**config.mk**
```make
export PLATFORM = sky130hd
export DESIGN_NAME = cbp_predictor
export DESIGN_NICKNAME = d
export VERILOG_FILES = /design/src/rtl/cbp_pkg.sv /design/src/rtl/cbp_ctrl.sv /design/src/rtl/cbp_datapath.sv /design/src/rtl/cbp_predictor.sv
export SDC_FILE = /design/constraint.sdc
export NUM_CORES = 1
export LEC_CHECK = 0
export ABC_CLOCK_PERIOD_IN_PS = 5010
export BUFFER_PORTS_ARGS = -buffer_cell sky130_fd_sc_hd__buf_2
export CAP_MARGIN = 20
export CORE_AREA = 2 2 84 146
export DETAILED_ROUTE_END_ITERATION = 10
export DIE_AREA = 0 0 86 148
export PLACE_DENSITY = 0.84
export SYNTH_ARGS = -nofsm -noshare
export SYNTH_HDL_FRONTEND = slang
export SYNTH_SLANG_ARGS = --single-unit
```
**constraint.sdc**
```tcl
create_clock -name clk -period 5.01 [get_ports clk]
set_input_delay 0.501 -clock clk [delete_from_list [all_inputs] [get_ports clk]]
set_output_delay 0.501 -clock clk [all_outputs]
set_load 0.05 [all_outputs]
```
**src/rtl/cbp_pkg.sv**
```systemverilog
`timescale 1ns/1ps
package cbp_pkg;

  // Strobes from the training control to the counter/history datapath
  typedef struct packed {
    logic wrEn;   // write the selected counter
    logic up;     // count toward taken
    logic down;   // count toward not-taken
    logic shift;  // shift the outcome into the global history
  } cbpStrobes_t;

endpackage

```
**src/rtl/cbp_ctrl.sv**
```systemverilog
`timescale 1ns/1ps
module cbp_ctrl
  import cbp_pkg::*;
#(
  parameter int CNT_W = 2
) (
  input  logic             updValid,
  input  logic             updTaken,
  input  logic [CNT_W-1:0] selCnt,
  output cbpStrobes_t      strobes
);

  localparam logic [CNT_W-1:0] CNT_MAX = '1;
  localparam logic [CNT_W-1:0] CNT_MIN = '0;

  logic atMax;
  logic atMin;

  assign atMax = (selCnt == CNT_MAX);
  assign atMin = (selCnt == CNT_MIN);

  always_comb begin
    strobes       = '0;
    strobes.shift = updValid;
    strobes.up    = updValid &&  updTaken && !atMax;
    strobes.down  = updValid && !updTaken && !atMin;
    strobes.wrEn  = strobes.up || strobes.down;
  end

endmodule

```
**src/rtl/cbp_datapath.sv**
```systemverilog
`timescale 1ns/1ps
module cbp_datapath
  import cbp_pkg::*;
#(
  parameter int ADDR_W   = 16,
  parameter int ADDR_LSB = 2,
  parameter int IDX_W    = 4,
  parameter int HIST_W   = 2,
  parameter int CNT_W    = 2
) (
  input  logic              clk,
  input  logic              rst,
  input  logic [ADDR_W-1:0] predAddr,
  input  logic [ADDR_W-1:0] updAddr,
  input  logic              updTaken,
  input  cbpStrobes_t       strobes,
  output logic              predTaken,
  output logic [CNT_W-1:0]  selCnt,
  output logic [HIST_W-1:0] globalHist
);

  localparam int ROW_W = IDX_W + HIST_W;
  localparam int DEPTH = 1 << ROW_W;

  logic [HIST_W-1:0] histQ;
  logic [CNT_W-1:0]  cntQ [DEPTH];
  logic [ROW_W-1:0]  predRow;
  logic [ROW_W-1:0]  updRow;
  logic [CNT_W-1:0]  cntNext;
  logic [CNT_W-1:0]  predCnt;

  // Row formation: address index bits above history bits, or history only
  generate
    if (IDX_W > 0) begin : g_addrIdx
      assign predRow = {predAddr[ADDR_LSB +: IDX_W], histQ};
      assign updRow  = {updAddr[ADDR_LSB +: IDX_W], histQ};
    end else begin : g_histOnly
      assign predRow = histQ;
      assign updRow  = histQ;
    end
  endgenerate

  logic unusedAddrBits;
  assign unusedAddrBits = ^{predAddr, updAddr};

  assign predCnt   = cntQ[predRow];
  assign predTaken = predCnt[CNT_W-1];
  assign selCnt    = cntQ[updRow];
  assign cntNext   = strobes.up ? selCnt + 1'b1 : selCnt - 1'b1;

  always_ff @(posedge clk) begin
    if (rst) begin
      for (int i = 0; i < DEPTH; i++) cntQ[i] <= '0;
    end else if (strobes.wrEn) begin
      cntQ[updRow] <= cntNext;
    end
  end

  always_ff @(posedge clk) begin
    if (rst)                histQ <= '0;
    else if (strobes.shift) histQ <= HIST_W'({histQ, updTaken});
  end

  assign globalHist = histQ;

endmodule

```
**src/rtl/cbp_predictor.sv**
```systemverilog
`timescale 1ns/1ps
module cbp_predictor
  import cbp_pkg::*;
#(
  parameter int ADDR_W   = 16,
  parameter int ADDR_LSB = 2,
  parameter int IDX_W    = 4,
  parameter int HIST_W   = 2,
  parameter int CNT_W    = 2
) (
  input  logic              clk,
  input  logic              rst,
  input  logic [ADDR_W-1:0] predAddr,
  output logic              predTaken,
  input  logic              updValid,
  input  logic [ADDR_W-1:0] updAddr,
  input  logic              updTaken
);

  cbpStrobes_t       strobes;
  logic [CNT_W-1:0]  selCnt;
  logic [HIST_W-1:0] globalHist;

  cbp_ctrl #(.CNT_W(CNT_W)) u_ctrl (
    .updValid (updValid),
    .updTaken (updTaken),
    .selCnt   (selCnt),
    .strobes  (strobes)
  );

  cbp_datapath #(
    .ADDR_W(ADDR_W), .ADDR_LSB(ADDR_LSB), .IDX_W(IDX_W),
    .HIST_W(HIST_W), .CNT_W(CNT_W)
  ) u_dp (
    .clk        (clk),
    .rst        (rst),
    .predAddr   (predAddr),
    .updAddr    (updAddr),
    .updTaken   (updTaken),
    .strobes    (strobes),
    .predTaken  (predTaken),
    .selCnt     (selCnt),
    .globalHist (globalHist)
  );

endmodule

```
==> results of run 1 <==
==> registers in the layout, summed over array words and instances (netlist names) <==
register and cells:
u_dp.cntQ 128, u_dp.globalHist 2
==> layout by cell type, fill, tap and decap left out, drive strengths merged, types with 4 or more instances in the layout <==
cell type and instances:
o21ai 6, nand2 65, or2 5, nor2b 11, a31o 4, nor3b 14, bufinv 4, edfxtp 128
clkinv 6, mux2 12, and2 8, nand4 4, and3b 4, o211ai 4, mux2i 25, a21oi 4
buf 40, nor3 27, nor4 39, and4b 11, and3 4, nand3 5, a22oi 9, a41o 32
mux4 25, nor2 75, clkbuf 20, a21o 28
==> cell usage after synthesis (5+ instances only) <==
library cell               count
sky130_fd_sc_hd__o21ai_0       6
sky130_fd_sc_hd__clkbuf_1     47
sky130_fd_sc_hd__mux4_2       25
sky130_fd_sc_hd__nor2b_1      11
sky130_fd_sc_hd__and2_1        8
sky130_fd_sc_hd__mux2_2       12
sky130_fd_sc_hd__a22oi_1       9
sky130_fd_sc_hd__or2_2         5
sky130_fd_sc_hd__edfxtp_1    128
sky130_fd_sc_hd__nand2_1      65
sky130_fd_sc_hd__a21o_1       28
sky130_fd_sc_hd__mux2i_1      25
sky130_fd_sc_hd__nor3_1       23
sky130_fd_sc_hd__nor3b_1      13
sky130_fd_sc_hd__and4b_1      11
sky130_fd_sc_hd__buf_1         8
sky130_fd_sc_hd__a41o_1       32
sky130_fd_sc_hd__nor4_1       38
sky130_fd_sc_hd__nand3_1       5
sky130_fd_sc_hd__buf_2        17
sky130_fd_sc_hd__buf_4         5
sky130_fd_sc_hd__nor2_1       73
==> worst max-delay path: stages, from the launching register on <==
cell                       delay [ps]
sky130_fd_sc_hd__dfxtp_2          880
sky130_fd_sc_hd__buf_4            300
sky130_fd_sc_hd__mux4_2           540
sky130_fd_sc_hd__and4_1           220
sky130_fd_sc_hd__nor4_1           440
sky130_fd_sc_hd__o2111a_1         440
sky130_fd_sc_hd__nor3b_4          180
sky130_fd_sc_hd__nor3_1           900
sky130_fd_sc_hd__a21o_1           260
==> kinds of logic (layout without fill, tap and decap cells) <==
family	after synthesis	count (layout)	share of synthesized area
flops	130	130	0.512
simple gates	279	279	0.196
xor+xnor	1	1	0.00116
buf+inv	80	75	0.0459
mux	62	62	0.125
compound gates	106	106	0.119
==> routing by layer <==
metal,up-vias,routed length [um]
met3,147,2950
met2,634,12000
met5,-,0
met1,3007,7500
met4,0,1980
li1,2531,-
==> power breakdown <==
part,switching [mW],internal (mW),total (mW)
logic,0.279,0.131,0.409
clock network,0.482,0.833,1.31
registers,0.0232,1.23,1.25
==> path summary, 6_finish.rpt <==
check | endpoint | slack (ps) | depth (start not counted)
setup reg to reg | u_dp.cntQ[37][0] | 530 | 8
setup / recovery | u_dp.cntQ[37][0] | 530 | 8
hold reg to reg | u_dp.globalHist[0] | 850 | 2
hold / removal | u_dp.globalHist[0] | 470 | 3
==> cell type report <==
type	instances	area share
Clock buffer	19	0.0519
Clock inverter	13	0.0221
Inverter	2	0.000900
Multi-Input combinational cell	448	0.403
Sequential cell	130	0.466
Tap cell	135	0.0203
Timing Repair Buffer	41	0.0360
==> through the flow <==
stage	hold slack (ps)	setup slack (ps)	instance area, um2	instances
3_3_place_gp	821	775	7720	755
4_1_cts	465	675	8340	787
5_1_grt	486	353	8340	788
6_report	471	529	8340	788
3_5_place_dp	849	720	7720	755
2_1_floorplan	701	1410	7580	658
==> results_tabular.tex, run 1 <==
\begin{tabular}{lr}
\hline
Metric & Value \\
\hline
\multicolumn{2}{l}{\textbf{Critical path}} \\
CP Data Arrival Time & 4610 ps \\
Launch point of the worst reg-to-reg path & u\_dp.globalHist[0] \\
Critical path endpoint category & register \\
Worst setup path class & reg2reg \\
Launching instance or port of the critical path & u\_dp.globalHist[0] \\
Startpoint Class & register \\
Top fanout value on the critical path & 28 \\
Required time of the worst setup path & 5140 ps \\
\multicolumn{2}{l}{\textbf{Power and ir drop}} \\
Worst supply voltage drop on vdd & 0.448 mV \\
Leakage power total & 3.00 nW \\
Total power consumption of the routed design & 2.98 mW \\
Pwr Density & 357 mW/mm2 \\
\multicolumn{2}{l}{\textbf{Timing}} \\
Unrepaired setup endpoints after global routing & false \\
Final critical delay including setup and external delays & 4480 ps \\
Final hold violations & 0 \\
Number of pins with negative max-slew slack in the final report & 0 \\
Post-Route Skew & 7.19 ps \\
Max-slew headroom & 0.157 \\
Count of endpoints failing setup in the final report & 0 \\
Post-route clock period utilization & 0.894 \\
Worst Max-Slew Pin Slew & 1250 ps \\
Achievable clock frequency & 223 MHz \\
Final setup TNS & 0 ps \\
\multicolumn{2}{l}{\textbf{Placement}} \\
I/O Buffers & 12 \\
RD Place Congestion & 1.01 \\
HPWL after detailed placement & 16.0 mm \\
\multicolumn{2}{l}{\textbf{Die}} \\
Die width & 86 um \\
Die outline area & 0.0127 mm2 \\
I/O pin count & 37 \\
Die span in y & 148 um \\
Number of rows created at floorplan & 52 \\
Core region area & 0.0115 mm2 \\
Initial Utilization & 0.658 \\
\multicolumn{2}{l}{\textbf{Global routing}} \\
Via count of the first global-routing pass & 6,033 \\
Largest net degree at the start of global routing & 69 \\
First-pass GRT wire length & 36.4 mm \\
Met3 capacity usage during global routing & 0.101 \\
Most Used Layer, Global Route & met2 \\
Total track usage & 0.399 \\
Sum of overflow across all layers after global routing & 0 \\
Met1 usage & 0.465 \\
Met2 track utilization from global routing & 0.640 \\
Antenna violations before repair & 0 \\
\multicolumn{2}{l}{\textbf{Clock tree}} \\
CTS buffer count & 17 \\
Setup Buffers After CTS & 0 \\
Max Buffers Root-to-Sink & 2 \\
Max H-tree Level & 4 \\
Clock Latency Late Sink & 430 ps \\
Clock transition at the registers of the reported paths & 60 ps \\
TritonCTS clock tree & built \\
Count of hold-fix buffers inserted at cts & 0 \\
Post-CTS Resized & 0 \\
Clock tree sinks & 130 \\
Root buf cell & sky130\_fd\_sc\_hd\_\_clkbuf\_16 \\
\multicolumn{2}{l}{\textbf{Synthesis}} \\
Share of the synthesized area in the top cell type & 0.507 \\
Synthesized net count & 694 \\
Synth Register Bits & 130 \\
Number of unique standard cell types used by synthesis & 56 \\
Sequential area share after synthesis & 0.512 \\
Area leader, netlist & sky130\_fd\_sc\_hd\_\_edfxtp\_1 \\
Synthesized instance count & 658 \\
Async SR Flop Fraction & 0 \\
Number of enable flip-flop cells after synthesis & 128 \\
Synth warn & 0 \\
Ranking of synthesized cells by area & sky130\_fd\_sc\_hd\_\_edfxtp\_1, sky130\_fd\_sc\_hd\_\_mux4\_2, sky130\_fd\_sc\_hd\_\_a41o\_1 \\
Average size of a mapped cell & 11.5 um2 \\
Commonest register cell after synthesis & sky130\_fd\_sc\_hd\_\_edfxtp\_1 \\
Cell area after synthesis & 0.00758 mm2 \\
\multicolumn{2}{l}{\textbf{Drt}} \\
WL per Instance & 31.0 um \\
Total DRC errors in the routed layout & 0 \\
Total vias in the final route & 6,319 \\
Vias per cell & 8.02 \\
Antenna-violating nets left & 0 \\
Violation count after the first detailed-route iteration & 1,272 \\
DRT Wirelength & 24.4 mm \\
Detailed-router iteration count before antenna repair & 7 \\
\multicolumn{2}{l}{\textbf{Run}} \\
\# Max-Cap Violations & 0 \\
\multicolumn{2}{l}{\textbf{Worst hold path}} \\
Path category of the worst min-delay check & in2reg \\
Worst hold path startpoint & updTaken \\
\multicolumn{2}{l}{\textbf{Cells and area}} \\
Area of combinational cells with multiple inputs & 0.00336 mm2 \\
Reg area & 0.00389 mm2 \\
Relative area change from synthesis to final layout & 10.1\% \\
Number of diodes & 0 \\
Core occupancy in the finished layout & 0.724 \\
Layout cell share with drive strength beyond 1 & 0.199 \\
Layout net count & 676 \\
Number of filler instances in the final layout & 764 \\
\multicolumn{2}{l}{\textbf{Run status}} \\
Run status & finished, final reports clean \\
\hline
\end{tabular}
No activity file was read; power rests on OpenSTA's default activity.
==> inputs of run 2 (changes only) <==
Settings changed: PLACE_DENSITY 0.84 to 0.81.
==> results_tabular.tex, run 2 (synthesis results as in run 1) <==
\begin{tabular}{lr}
\hline
Metric & Value \\
\hline
\multicolumn{2}{l}{\textbf{Clock tree}} \\
Post-CTS Resized & 0 (unchanged) \\
CTS buffer count & 17 (unchanged) \\
Max Buffers Root-to-Sink & 2 (unchanged) \\
Max H-tree Level & 4 (unchanged) \\
Clock tree sinks & 130 (unchanged) \\
Root buf cell & sky130\_fd\_sc\_hd\_\_clkbuf\_16 (unchanged) \\
Clock Latency Late Sink & 430 ps (about the same) \\
Setup Buffers After CTS & 0 (unchanged) \\
TritonCTS clock tree & built (unchanged) \\
Count of hold-fix buffers inserted at cts & 0 (unchanged) \\
Clock transition at the registers of the reported paths & 60 ps (about the same) \\
\multicolumn{2}{l}{\textbf{Global routing}} \\
First-pass GRT wire length & 36.8 mm (was 36.4 mm) \\
Sum of overflow across all layers after global routing & 0 (unchanged) \\
Total track usage & 0.403 (was 0.399) \\
Antenna violations before repair & 0 (unchanged) \\
Largest net degree at the start of global routing & 69 (unchanged) \\
Via count of the first global-routing pass & 6,237 (was 6,033) \\
\multicolumn{2}{l}{\textbf{Timing}} \\
Unrepaired setup endpoints after global routing & false (unchanged) \\
Post-route clock period utilization & 0.916 (was 0.894) \\
Final critical delay including setup and external delays & 4590 ps (was 4480 ps) \\
Achievable clock frequency & 218 MHz (was 223 MHz) \\
Worst setup slack after layout & 419 ps (was 529 ps) \\
Final hold violations & 0 (unchanged) \\
Final setup TNS & 0 ps (unchanged) \\
Post-Route Skew & 14.1 ps (was 7.19 ps) \\
Max-slew headroom & 0.199 (was 0.157) \\
Number of pins with negative max-slew slack in the final report & 0 (unchanged) \\
Worst Max-Slew Pin Slew & 1190 ps (was 1250 ps) \\
Count of endpoints failing setup in the final report & 0 (unchanged) \\
\multicolumn{2}{l}{\textbf{Cells and area}} \\
Layout net count & 675 (was 676) \\
Layout cell share with drive strength beyond 1 & 0.199 (about the same) \\
Flip-flop count of the largest register after layout & 128 (unchanged) \\
Post-route cell area & 0.00827 mm2 (was 0.00834 mm2) \\
Number of diodes & 0 (unchanged) \\
Relative area change from synthesis to final layout & 9.11\% (was 10.1\%) \\
Largest reg by FF count & u\_dp.cntQ (unchanged) \\
Most common library cell in the layout ignoring fill and taps & sky130\_fd\_sc\_hd\_\_edfxtp\_1 (unchanged) \\
Commonest cells after routing, fill and taps aside & sky130\_fd\_sc\_hd\_\_edfxtp\_1, sky130\_fd\_sc\_hd\_\_nor2\_1, sky130\_fd\_sc\_hd\_\_nand2\_1, sky130\_fd\_sc\_hd\_\_nor4\_1, sky130\_fd\_sc\_hd\_\_a41o\_1 (unchanged) \\
\multicolumn{2}{l}{\textbf{Placement}} \\
RD Place Congestion & 0.930 (was 1.01) \\
I/O Buffers & 12 (unchanged) \\
Pre-CTS worst setup slack & 592 ps (was 720 ps) \\
Placed cell areas & 0.00769 mm2 (was 0.00772 mm2) \\
HPWL after detailed placement & 16.0 mm (about the same) \\
\multicolumn{2}{l}{\textbf{Critical path}} \\
Worst path slowest cell & sky130\_fd\_sc\_hd\_\_nor4\_4 (was sky130\_fd\_sc\_hd\_\_nor3\_1) \\
Worst setup path class & reg2reg (unchanged) \\
Delay of the slowest critical-path stage & 890 ps (was 900 ps) \\
Setup slack of the worst register-to-register path & 420 ps (was 530 ps) \\
Required time of the worst setup path & 5140 ps (about the same) \\
R2R depth & 9 (was 8) \\
Launching instance or port of the critical path & u\_dp.globalHist[0] (unchanged) \\
Launch point of the worst reg-to-reg path & u\_dp.globalHist[0] (unchanged) \\
WP depth & 9 (was 8) \\
Cell type with the highest occurrence count on the critical path & sky130\_fd\_sc\_hd\_\_mux4\_2 \\
List of cells traversed by the critical path & mux4\_2 -> mux4\_2 -> nor2\_1 -> a2111oi\_4 -> nor2\_2 -> nor3b\_4 -> buf\_4 -> nor4\_4 -> a41o\_1 (was buf\_4 -> mux4\_2 -> and4\_1 -> nor4\_1 -> o2111a\_1 -> nor3b\_4 -> nor3\_1 -> a21o\_1) \\
Startpoint Class & register (unchanged) \\
CP Capture Point & u\_dp.cntQ[22][1] (was u\_dp.cntQ[37][0]) \\
CP Data Arrival Time & 4720 ps (was 4610 ps) \\
Top fanout value on the critical path & 48 (was 28) \\
Largest delay share family, worst path & simple AND/OR/NAND/NOR gates (unchanged) \\
Critical path endpoint category & register (unchanged) \\
Crit path buf inv count & 1 (unchanged) \\
Endpoint of the most critical register-to-register path & u\_dp.cntQ[22][1] (was u\_dp.cntQ[37][0]) \\
\multicolumn{2}{l}{\textbf{Drt}} \\
Antenna-violating nets left & 0 (unchanged) \\
Violation count after the first detailed-route iteration & 1,219 (was 1,272) \\
Total DRC errors in the routed layout & 0 (unchanged) \\
Vias per cell & 8.05 (was 8.02) \\
DRT Wirelength & 24.5 mm (was 24.4 mm) \\
Detailed-router iteration count before antenna repair & 8 (was 7) \\
Total vias in the final route & 6,333 (was 6,319) \\
WL per Instance & 31.2 um (was 31.0 um) \\
\multicolumn{2}{l}{\textbf{Die}} \\
Initial Utilization & 0.658 (unchanged) \\
Number of rows created at floorplan & 52 (unchanged) \\
Die outline area & 0.0127 mm2 (unchanged) \\
Die span in y & 148 um (unchanged) \\
Core region area & 0.0115 mm2 (unchanged) \\
Die width & 86 um (unchanged) \\
I/O pin count & 37 (unchanged) \\
\multicolumn{2}{l}{\textbf{Worst hold path}} \\
Path category of the worst min-delay check & in2reg (unchanged) \\
Worst hold path startpoint & updTaken (unchanged) \\
\multicolumn{2}{l}{\textbf{Run status}} \\
Run status & finished, final reports clean (unchanged) \\
\multicolumn{2}{l}{\textbf{Power and ir drop}} \\
Total power consumption of the routed design & 2.87 mW (was 2.98 mW) \\
Pwr Density & 347 mW/mm2 (was 357 mW/mm2) \\
Leakage power total & 2.96 nW (was 3.00 nW) \\
Worst supply voltage drop on vdd & 0.276 mV (was 0.448 mV) \\
\multicolumn{2}{l}{\textbf{Run}} \\
\# Max-Cap Violations & 0 (unchanged) \\
\hline
\end{tabular}
## run 2: cell types whose count changed in the layout (fill, tap and decap cells not counted), moves of 2 or more
cell	delta
sky130_fd_sc_hd__buf_12	-2
sky130_fd_sc_hd__inv_6	-2
sky130_fd_sc_hd__clkinv_2	+2
sky130_fd_sc_hd__clkbuf_1	-2
sky130_fd_sc_hd__bufinv_16	-2
sky130_fd_sc_hd__clkinvlp_4	+2
## run 2: worst min-delay path, stage by stage
cell and delay [ps]:
sky130_fd_sc_hd__buf_2 140, sky130_fd_sc_hd__nand2_1 200, sky130_fd_sc_hd__a21oi_1 90
## run 2: power by group
group          total [mW]  switching (mW)  internal (mW)
Clock                1.20           0.476          0.724
Combinational       0.408           0.279          0.129
Sequential           1.26          0.0271           1.23
## run 2: how the worst min path moves through the flow
stage | to | slack [ps] | depth (start not counted)
6_report | u_dp.globalHist[0] | 550 | 3
5_1_grt | u_dp.globalHist[0] | 550 | 3
4_1_cts | u_dp.globalHist[0] | 540 | 3
3_5_place_dp | u_dp.globalHist[0] | 840 | 2
3_3_place_gp | u_dp.globalHist[0] | 830 | 2
2_1_floorplan | u_dp.globalHist[0] | 700 | 2
## run 2: area by class of cell
type | instances | area [um2]
clock buffer | 17 | 425
clock inverter | 15 | 144
fill | 781 | 3250
inverter | 2 | 7.51
multi-input combinational | 448 | 3360
sequential | 130 | 3890
tap | 135 | 169
timing repair buffer | 40 | 274
## run 2: metal layers
| metal | track usage | vias to the layer above | share of wire | routed length (um) |
|---|---|---|---|---|
| met5 | 0 | - | 0 | 0 |
| li1 | - | 2526 | - | - |
| met4 | 0.308 | 0 | 0.10 | 2560 |
| met3 | 0.118 | 203 | 0.13 | 3260 |
| met2 | 0.625 | 653 | 0.46 | 11300 |
| met1 | 0.461 | 2951 | 0.30 | 7370 |
## run 2: through the flow
step | hold WS, ps | util | cells
final | 552 | 0.718 | 787
after global routing | 553 | 0.718 | 787
after CTS | 539 | 0.717 | 786
after detailed placement | 844 | 0.668 | 754
after global placement | 833 | 0.667 | 753
after floorplan | 701 | - | 658
